--- config.mk ---
export PLATFORM = sky130hd
export DESIGN_NAME = synth_loader
export DESIGN_NICKNAME = d
export VERILOG_FILES = /design/src/rtl/synth_loader_pkg.sv /design/src/rtl/synth_loader_tick.sv /design/src/rtl/synth_loader_divcalc.sv /design/src/rtl/synth_loader_shift.sv /design/src/rtl/synth_loader.sv
export SDC_FILE = /design/constraint.sdc
export NUM_CORES = 1
export LEC_CHECK = 0
export ABC_AREA = 0
export BUFFER_PORTS_ARGS = -buffer_cell sky130_fd_sc_hd__buf_2
export CAP_MARGIN = 30
export CORE_ASPECT_RATIO = 0.5
export CORE_MARGIN = 2
export CORE_UTILIZATION = 59
export CTS_CLUSTER_DIAMETER = 80
export DETAILED_ROUTE_END_ITERATION = 8
export GPL_ROUTABILITY_DRIVEN = 0
export PLACE_DENSITY = 0.78
export SLEW_MARGIN = 20
export SYNTH_ARGS = -nofsm -noshare
export SYNTH_HDL_FRONTEND = slang
export SYNTH_SLANG_ARGS = --single-unit
--- constraint.sdc ---
create_clock -name clk -period 1.99 [get_ports clk]
set_input_delay 0.199 -clock clk [delete_from_list [all_inputs] [get_ports clk]]
set_output_delay 0.199 -clock clk [all_outputs]
set_load 0.03 [all_outputs]
--- src/rtl/synth_loader_pkg.sv ---
// Shared types for the serial synthesizer loader.
// Assumes: three words per full load, sent in enum order.
package synth_loader_pkg;

    // Phases of the frame sequencer
    typedef enum logic [2:0] {
        ST_PRE,
        ST_SETUP,
        ST_LOW,
        ST_HIGH,
        ST_LATCH,
        ST_GAP,
        ST_IDLE
    } seq_state_t;

    // Word identifiers; the numeric order is the transmit order
    typedef enum logic [1:0] {
        W_CFG = 2'd0,
        W_REF = 2'd1,
        W_DIV = 2'd2
    } word_sel_t;

endpackage

--- src/rtl/synth_loader_tick.sv ---
// Half-bit phase timer: emits a one-cycle tick every HALF_DIV clocks while
// run is high, and restarts from zero whenever run is low.
// Assumes: HALF_DIV >= 1.
module synth_loader_tick #(
    parameter int HALF_DIV = 4
) (
    input  logic clk,
    input  logic rst_n,
    input  logic run,
    output logic tick
);
    localparam int CW = (HALF_DIV > 1) ? $clog2(HALF_DIV) : 1;
    localparam logic [CW-1:0] LAST = CW'(HALF_DIV - 1);

    logic [CW-1:0] cnt;

    // End of a half-bit phase
    assign tick = run && (cnt == LAST);

    // Phase counter, held at zero while not running
    always_ff @(posedge clk) begin
        if (!rst_n) begin
            cnt <= '0;
        end else if (!run || tick) begin
            cnt <= '0;
        end else begin
            cnt <= cnt + 1'b1;
        end
    end
endmodule

--- src/rtl/synth_loader_divcalc.sv ---
// Channel-to-divider arithmetic: base offset plus unsigned channel value,
// at full output width so the low-byte carry reaches the upper bits.
// Assumes: OUT_W is wide enough for BASE + 2**CH_W - 1.
module synth_loader_divcalc #(
    parameter int CH_W  = 8,
    parameter int OUT_W = 16,
    parameter int BASE  = 876
) (
    input  logic [CH_W-1:0]  chan,
    output logic [OUT_W-1:0] div_val
);
    // Widen both operands before adding
    always_comb begin
        div_val = OUT_W'(BASE) + OUT_W'(chan);
    end
endmodule

--- src/rtl/synth_loader_shift.sv ---
// Serial word shifter: takes a word of ld_len bits, left-aligns it so the
// MSB is first, and shifts one bit per shift pulse.
// Assumes: W >= 2 and 1 <= ld_len <= W.
module synth_loader_shift #(
    parameter int W     = 16,
    parameter int LEN_W = $clog2(W + 1)
) (
    input  logic             clk,
    input  logic             rst_n,
    input  logic             ld,
    input  logic [W-1:0]     ld_val,
    input  logic [LEN_W-1:0] ld_len,
    input  logic             shift,
    output logic             bit_cur,
    output logic             bit_next,
    output logic             last_bit
);
    logic [W-1:0]     sr;
    logic [LEN_W-1:0] rem;

    assign bit_cur  = sr[W-1];
    assign bit_next = sr[W-2];
    assign last_bit = (rem == LEN_W'(1));

    // Load left-aligned word or advance by one bit
    always_ff @(posedge clk) begin
        if (!rst_n) begin
            sr  <= '0;
            rem <= '0;
        end else if (ld) begin
            sr  <= ld_val << (LEN_W'(W) - ld_len);
            rem <= ld_len;
        end else if (shift) begin
            sr  <= {sr[W-2:0], 1'b0};
            rem <= rem - 1'b1;
        end
    end
endmodule

--- src/rtl/synth_loader.sv ---
// Serial synthesizer loader top.
// - After reset it frames three words (setup, reference, divider) on an
//   enable/clock/data serial link, MSB first.
// - Data changes only while the clock is low.
// - Each strobe rise latches a word.
// - A reload pulse in idle resends only the divider word.
// Assumes: HALF_DIV >= 1; chan_sel is already synchronous and debounced.
module synth_loader
    import synth_loader_pkg::*;
#(
    parameter int HALF_DIV = 4,
    parameter int CH_W     = 8,
    parameter int CFG_BITS = 8,
    parameter int CFG_VAL  = 'h64,
    parameter int REF_BITS = 15,
    parameter int REF_VAL  = 40,
    parameter int DIV_BITS = 16,
    parameter int DIV_BASE = 876
) (
    input  logic            clk,
    input  logic            rst_n,
    input  logic [CH_W-1:0] chan_sel,
    input  logic            reload,
    output logic            syn_en,
    output logic            syn_clk,
    output logic            syn_dat,
    output logic            busy,
    output logic            done
);
    localparam int MAX_A = (CFG_BITS > REF_BITS) ? CFG_BITS : REF_BITS;
    localparam int MAXW  = (DIV_BITS > MAX_A) ? DIV_BITS : MAX_A;
    localparam int LEN_W = $clog2(MAXW + 1);

    seq_state_t         state;
    word_sel_t          word_idx;
    word_sel_t          ld_sel;
    logic               gap_cnt;
    logic               tick;
    logic               run;
    logic               ld;
    logic               sample;
    logic               shift;
    logic [MAXW-1:0]    ld_val;
    logic [LEN_W-1:0]   ld_len;
    logic [DIV_BITS-1:0] div_now;
    logic [DIV_BITS-1:0] div_q;
    logic               bit_cur;
    logic               bit_next;
    logic               last_bit;

    assign run = (state != ST_IDLE);

    synth_loader_tick #(.HALF_DIV(HALF_DIV)) u_tick (
        .clk   (clk),
        .rst_n (rst_n),
        .run   (run),
        .tick  (tick)
    );

    synth_loader_divcalc #(.CH_W(CH_W), .OUT_W(DIV_BITS), .BASE(DIV_BASE)) u_div (
        .chan    (chan_sel),
        .div_val (div_now)
    );

    synth_loader_shift #(.W(MAXW), .LEN_W(LEN_W)) u_shift (
        .clk      (clk),
        .rst_n    (rst_n),
        .ld       (ld),
        .ld_val   (ld_val),
        .ld_len   (ld_len),
        .shift    (shift),
        .bit_cur  (bit_cur),
        .bit_next (bit_next),
        .last_bit (last_bit)
    );

    // Decide when a new word is loaded, and which word
    always_comb begin
        ld     = 1'b0;
        sample = 1'b0;
        ld_sel = word_idx;
        if (state == ST_PRE && tick) begin
            ld     = 1'b1;
            sample = 1'b1;
            ld_sel = W_CFG;
        end else if (state == ST_GAP && tick && gap_cnt) begin
            ld     = 1'b1;
            ld_sel = word_sel_t'(word_idx + 2'd1);
        end else if (state == ST_IDLE && reload) begin
            ld     = 1'b1;
            sample = 1'b1;
            ld_sel = W_DIV;
        end
        shift = (state == ST_HIGH) && tick && !last_bit;
    end

    // Select the value and length of the word being loaded
    always_comb begin
        case (ld_sel)
            W_CFG: begin
                ld_val = MAXW'(CFG_VAL);
                ld_len = LEN_W'(CFG_BITS);
            end
            W_REF: begin
                ld_val = MAXW'(REF_VAL);
                ld_len = LEN_W'(REF_BITS);
            end
            default: begin
                ld_val = sample ? MAXW'(div_now) : MAXW'(div_q);
                ld_len = LEN_W'(DIV_BITS);
            end
        endcase
    end

    // Hold the divider value taken at the start of a load
    always_ff @(posedge clk) begin
        if (!rst_n) begin
            div_q <= '0;
        end else if (sample) begin
            div_q <= div_now;
        end
    end

    // Frame sequencer driving the serial lines, busy and done
    always_ff @(posedge clk) begin
        if (!rst_n) begin
            state    <= ST_PRE;
            word_idx <= W_CFG;
            gap_cnt  <= 1'b0;
            syn_en   <= 1'b1;
            syn_clk  <= 1'b0;
            syn_dat  <= 1'b0;
            busy     <= 1'b0;
            done     <= 1'b0;
        end else begin
            done <= 1'b0;
            case (state)
                ST_PRE: begin
                    if (tick) begin
                        syn_en   <= 1'b0;
                        busy     <= 1'b1;
                        word_idx <= W_CFG;
                        state    <= ST_SETUP;
                    end
                end
                ST_SETUP: begin
                    if (tick) begin
                        syn_dat <= bit_cur;
                        state   <= ST_LOW;
                    end
                end
                ST_LOW: begin
                    if (tick) begin
                        syn_clk <= 1'b1;
                        state   <= ST_HIGH;
                    end
                end
                ST_HIGH: begin
                    if (tick) begin
                        syn_clk <= 1'b0;
                        if (last_bit) begin
                            state <= ST_LATCH;
                        end else begin
                            syn_dat <= bit_next;
                            state   <= ST_LOW;
                        end
                    end
                end
                ST_LATCH: begin
                    if (tick) begin
                        syn_en <= 1'b1;
                        if (word_idx == W_DIV) begin
                            busy  <= 1'b0;
                            done  <= 1'b1;
                            state <= ST_IDLE;
                        end else begin
                            gap_cnt <= 1'b0;
                            state   <= ST_GAP;
                        end
                    end
                end
                ST_GAP: begin
                    if (tick) begin
                        if (gap_cnt) begin
                            syn_en   <= 1'b0;
                            word_idx <= ld_sel;
                            state    <= ST_SETUP;
                        end else begin
                            gap_cnt <= 1'b1;
                        end
                    end
                end
                ST_IDLE: begin
                    if (reload) begin
                        syn_en   <= 1'b0;
                        busy     <= 1'b1;
                        word_idx <= W_DIV;
                        state    <= ST_SETUP;
                    end
                end
                default: begin
                    state <= ST_IDLE;
                end
            endcase
        end
    end
endmodule

# Yosys cells after proc, flatten, opt, wreduce, memory -nomap -nowiden

Index checks and enable logic that the tools add are counted.

Bitwise gates (word level): 1
Add/subtract/negate cells: 5
Shift-type cells: 1
Multiplexer cells: 50
Equality and inequality tests: 22
Reductions and logical operators: 28

Operators with widths:

| kind                    | number |
|---|---|
| $mux W16                | 3 |
| $pmux W16 S2            | 1 |
| $mux W3                 | 9 |
| $ne A2 B2 Y1 const B    | 11 |
| $pmux W3 S7             | 1 |
| $mux W1                 | 19 |
| $mux W2                 | 8 |
| $shl A16 B5 Y16         | 1 |
| $add A10 B8 Y11 const A | 1 |
| $mux W5                 | 2 |
| $pmux W5 S2             | 1 |
| $reduce_and A5 Y1       | 2 |
| $eq A3 B3 Y1 const B    | 3 |
| $reduce_and A4 Y1       | 2 |
| $reduce_and A8 Y1       | 1 |
| $reduce_bool A2 Y1      | 4 |
| $logic_and A1 B1 Y1     | 7 |
| $eq A3 B2 Y1 const B    | 2 |
| $pmux W1 S2             | 3 |
| $pmux W2 S3             | 1 |
| $reduce_and A3 Y1       | 2 |
| $reduce_and A6 Y1       | 1 |
| $reduce_bool A3 Y1      | 2 |
| $eq A5 B1 Y1 const B    | 1 |
| other kinds (16)        | 19 |

Output and inout port bits: 5
Flip-flop bits (word level): 50
Logic and storage cells: 119
Bits of input ports: 11

# Depth between registers and ports, before layout

Depth after elaboration: 11
Gate-level depth with buffers: 9
Mapped depth without buffers: 7

# Hierarchy

From an unflattened synthesis, not the netlist that was laid out.

Cells, all modules: 381
Area total of the unflattened synthesis: 3309.4 um^2

Modules (own cells, without submodules):

| module               | cells each | area each (um^2) | instances | seq. area each (um^2) |
|---|---|---|---|---|
| synth_loader_shift   | 197        | 1744.2           | 1         | 420.4 |
| synth_loader         | 153        | 1315.0           | 1         | 540.5 |
| synth_loader_divcalc | 25         | 166.4            | 1         | 0.0 |
| synth_loader_tick    | 6          | 83.8             | 1         | 40.0 |

# Worst setup path after synthesis

No wires, ideal clock.

Path type: register to register
Start: reg u_shift.rem[0]
End: reg u_shift.sr[15]
Setup time: 0.119 ns
Required time: 1.871 ns
Path buffers: 2
Cell stages (with the launch flop): 8
Period minus slack after synthesis: 1.830 ns
Slack: 0.160 ns
Arrival: 1.711 ns
Cells stage by stage: dfxtp_1 > ha_1 > or4b_1 > buf_2 > a22oi_4 > nand2_2 > buf_6 > o221a_1

Longest elaborated chain between the ends: 4

RTL lines:

| item                         | RTL line                 | source |
|---|---|---|
| start: declaration           | synth_loader_shift.sv:19 | `logic [LEN_W-1:0] rem;` |
| start signal: assignment     | synth_loader_shift.sv:32 | `rem <= ld_len;` |
| start signal: assignment     | synth_loader_shift.sv:35 | `rem <= rem - 1'b1;` |
| $eq A5 B1 Y1                 | synth_loader_shift.sv:23 | `assign last_bit = (rem == LEN_W'(1));` |
| $logic_not A1 Y1             | synth_loader.sv:94       | `shift = (state == ST_HIGH) && tick && !last_bit;` |
| $logic_and A1 B1 Y1          | synth_loader.sv:94       |  |
| $reduce_bool A2 Y1 (no line) | --                       |  |
| end signal: assignment       | synth_loader_shift.sv:31 | `sr <= ld_val << (LEN_W'(W) - ld_len);` |
| end signal: assignment       | synth_loader_shift.sv:34 | `sr <= {sr[W-2:0], 1'b0};` |
| end: declaration             | synth_loader_shift.sv:18 | `logic [W-1:0] sr;` |

No other way between the ends.
A chain may end at the register's enable or synchronous reset.

# Final worst setup path

Start: reg state[1]
End: reg u_shift.sr[4]

Longest elaborated chain between the ends: 11
Elaborated cells on any way between the ends: 29
Classes of those cells: 1 x add/sub; 5 x eq/ne; 1 x shift; 12 x mux; 10 x reduce/logical

RTL lines:

| item                                             | RTL line                 | source |
|---|---|---|
| start: declaration                               | synth_loader.sv:34       | `seq_state_t state;` |
| start signal: assignment                         | synth_loader.sv:127      | `state <= ST_PRE;` |
| start signal: assignment                         | synth_loader.sv:143      | `state <= ST_SETUP;` |
| start signal: assignment                         | synth_loader.sv:149      | `state <= ST_LOW;` |
| $ne A3 B3 Y1                                     | synth_loader.sv:51       | `assign run = (state != ST_IDLE);` |
| $logic_and A1 B1 Y1                              | synth_loader_tick.sv:18  | `assign tick = run && (cnt == LAST);` |
| $logic_and A1 B1 Y1 (2 in series)                | synth_loader.sv:86       | `end else if (state == ST_GAP && tick && gap_cnt) begin` |
| $mux W2                                          | synth_loader.sv:86       |  |
| $mux W2                                          | synth_loader.sv:82       | `if (state == ST_PRE && tick) begin` |
| $eq A2 B1 Y1 or $logic_not A2 Y1 (tied branches) | synth_loader.sv:99       | `case (ld_sel)` |
| $pmux W5 S2                                      | synth_loader.sv:99       |  |
| $sub A5 B5 Y5                                    | synth_loader_shift.sv:31 |  |
| $shl A16 B5 Y16                                  | synth_loader_shift.sv:31 |  |
| $mux W16                                         | synth_loader_shift.sv:30 | `end else if (ld) begin` |

Parallel ways exist; a longest one is shown, timed or not.

==> results.ini <==
[setup_path]
path_depth=5
crit_family=simple AND/OR/NAND/NOR gates
cp-end-kind=flop
cp_slowest_cell=dfxtp_1
path_buf_inv=0
arrival_ps=2090
crit_type=flop to flop
reg2reg_slack_ps=90
slowest_delay_ps=580
r2r-end=u_shift.sr[4]$_SDFFE_PN0P_
r2r_cells=5
crit_path_cell_trace=and4b_4, or2_4, mux2i_1, nor2_1, o221a_1
path_max_fanout=12
r2r-start=state[1]$_SDFFE_PN0P_
worstSetupStartpointType=flop
critPathRequiredTime_ps=2180

[timing]
slew_violations=0
worst_slew_pin_slew_ps=539
timing.final.crit_share=0.953
fmax_mhz=527
fin_worst_skew_ps=6.73
hold_slack_ps=158
finalSetupViolations=0
period_needed_ps=1900
relSlewSlack=0.641
hold_viol=0

[power_and_ir_drop]
total_power_mw=1.94
p_leak_nw=1.15
peakVddDrop_uv=543
powerDensity_nw_per_um2=714

[finish]
final_common_cell=dfxtp_1
seq_area_sq_um=1000
drive_above_1_share=0.204
finalInstanceArea_sq_um=2720
nNetsFinal=309
antenna_cells=0
multi_input_area_sq_um=1310
most-common-layout-cells=dfxtp_1 (48), nor2_1 (34), a21oi_1 (19)
area_growth_pct=12.6
num-fill-cells=310

[hold_path]
hp-start=chan_sel[0]
min_path_cells=3
min_to=div_q[0]$_SDFF_PN0_
hp-class=input pin to flop

[logic_synthesis]
syn_avg_cell_area_sq_um=8.87
ys_ff_latch=50
netlist.area_leader.share=0.415
ys_seq_area_frac=0.415
synthesis.area_sq_um=2410
netlist_instances=272
synth_nets=288
ys.warnings.count=0
synth_edf_count=0
async_flop_share=0
synth_top_area_cell=dfxtp_1
yosysUniqueCellTypes=53
synth-main-ff-cell=dfxtp_1
synth_area_leaders=dfxtp_1 (41%), nor2_1 (5.4%), a21oi_1 (3.9%)

[drt]
ant_nets=0
first_iter_violations=159
routedWlPerCell_um=15.9
via_per_inst=6.05
first_pass_iters=4
via_count=2106
routed_wl_um=5520
drc_errors=0

[global_route]
grt_start_max_net_pins=33
antenna_found_initial=0
grt_overflow_total=0
grt_pass1_wl_um=8870
track_usage=0.248
grt_pass1_vias=1843

[placement]
port_buffers=15
place_area_sq_um=2570
dp_hpwl_um=3780

[clock_tree]
cts.sinks=50
clkLatencyLatePin_ps=300
cts_buffers=5
clk_pin_slew_ps=90
htreeDepth=2
cts_tree=yes
cts_buffer_depth=2
cts_hold_buf=0
cts_root_buffer=clkbuf_8

[floorplanning]
start_util=0.618
core-area_sq_um=3900
fp.dieArea_sq_um=4650
ios=16
row_count=16
die_h_um=49.2
die_width_um=94.5

[outcome]
outcome=complete, no violations

[job]
maxCapViolations=0

[how the worst max path moves through the flow]
stage / from / end / slack [ps]
floorplan: u_shift.rem[0]$_SDFFE_PN0P_ / u_shift.sr[15]$_SDFFE_PN0P_ / 160
global placement: u_shift.rem[1]$_SDFFE_PN0P_ / u_shift.sr[13]$_SDFFE_PN0P_ / 90
detailed placement: u_shift.rem[1]$_SDFFE_PN0P_ / u_shift.sr[10]$_SDFFE_PN0P_ / -20
CTS: u_tick.cnt[0]$_SDFF_PP0_ / u_shift.sr[10]$_SDFFE_PN0P_ / 30
global route: state[1]$_SDFFE_PN0P_ / u_shift.sr[4]$_SDFFE_PN0P_ / -20
finish: state[1]$_SDFFE_PN0P_ / u_shift.sr[4]$_SDFFE_PN0P_ / 90
[Yosys cell counts, types with 3 or more instances]
cell type	n
dfxtp_1	50
nor2_1	35
a21oi_1	19
nand2_1	14
inv_1	11
and3_1	10
mux2i_1	8
o21ai_1	8
buf_2	7
clkbuf_1	7
nand3_1	7
o21ai_0	7
o211a_1	6
o22ai_1	6
xnor2_1	6
ha_1	5
nor2b_1	5
o221a_1	4
o32ai_1	4
a211oi_1	3
nor3_1	3
nor4b_1	3
o211ai_1	3
o22a_1	3
[cell families (layout without fill, tap and decap cells)]
family,count (synthesis),in the layout,synth area share
buf+inv,30,51,0.0581
xor+xnor,6,6,0.0218
flops,50,50,0.415
mux,8,8,0.0332
fa+ha+maj,5,5,0.0259
simple gates,95,96,0.214
compound gates,78,78,0.233
[state kept, by name, summed over array words and instances, names as in the netlist, 2 cells and up]
register / count
u_shift.rem: 5
u_tick.cnt: 2
state: 3
u_shift.sr: 16
div_q: 16
word_idx: 2
[routing by layer]
| layer | routed length, um | track usage | vias to the layer above |
|---|---|---|---|
| met2 | 2420 | 0.370 | 62 |
| met1 | 2650 | 0.364 | 1010 |
| met4 | 57 | 0.0604 | 0 |
| met5 | 0 | 0 | - |
| met3 | 392 | 0.0556 | 8 |
| li1 | - | - | 1026 |
[timing repair]
action                                  in CTS  in global routing
resized for setup                            1                 10
hold endpoints to repair                     0                  0
pin swaps                                    0                  3
endpoints found under the setup margin       4                 18
cloned                                       0                  1
buffers inserted                             0                  2
[tightest hold or removal path: cells and delay by family]
kind | cells | cell delay [ps]
multiplexers | 1 | 80
buffers and inverters | 1 | 70
AND/OR/NAND/NOR | 1 | 80
[metrics by stage]
| step | setup TNS [ps] | cells | worst slack [ps] | util |
|---|---|---|---|---|
| after floorplan | 0 | 272 | 160 | - |
| after global placement | 0 | 337 | 92.7 | 0.657 |
| after detailed placement | -17.1 | 337 | -17.1 | 0.657 |
| after CTS | 0 | 345 | 30.6 | 0.683 |
| after global routing | -43.9 | 348 | -23.8 | 0.696 |
| final | 0 | 348 | 92.7 | 0.696 |
[layout make-up]
type | instances | share of cell area
clock inverters | 2 | 0.00460
well taps | 54 | 0.0249
repair buffers | 31 | 0.0732
inverters | 12 | 0.0166
multi-input cells | 193 | 0.481
clock buffers | 6 | 0.0304
flip-flops and latches | 50 | 0.369
[power by group]
part | internal [mW] | switching, mW
Sequential | 1.04 | 0.0240
Clock | 0.280 | 0.336
Combinational | 0.109 | 0.147
Total | 1.43 | 0.507
Note: power is estimated with default switching activity, not from simulation.
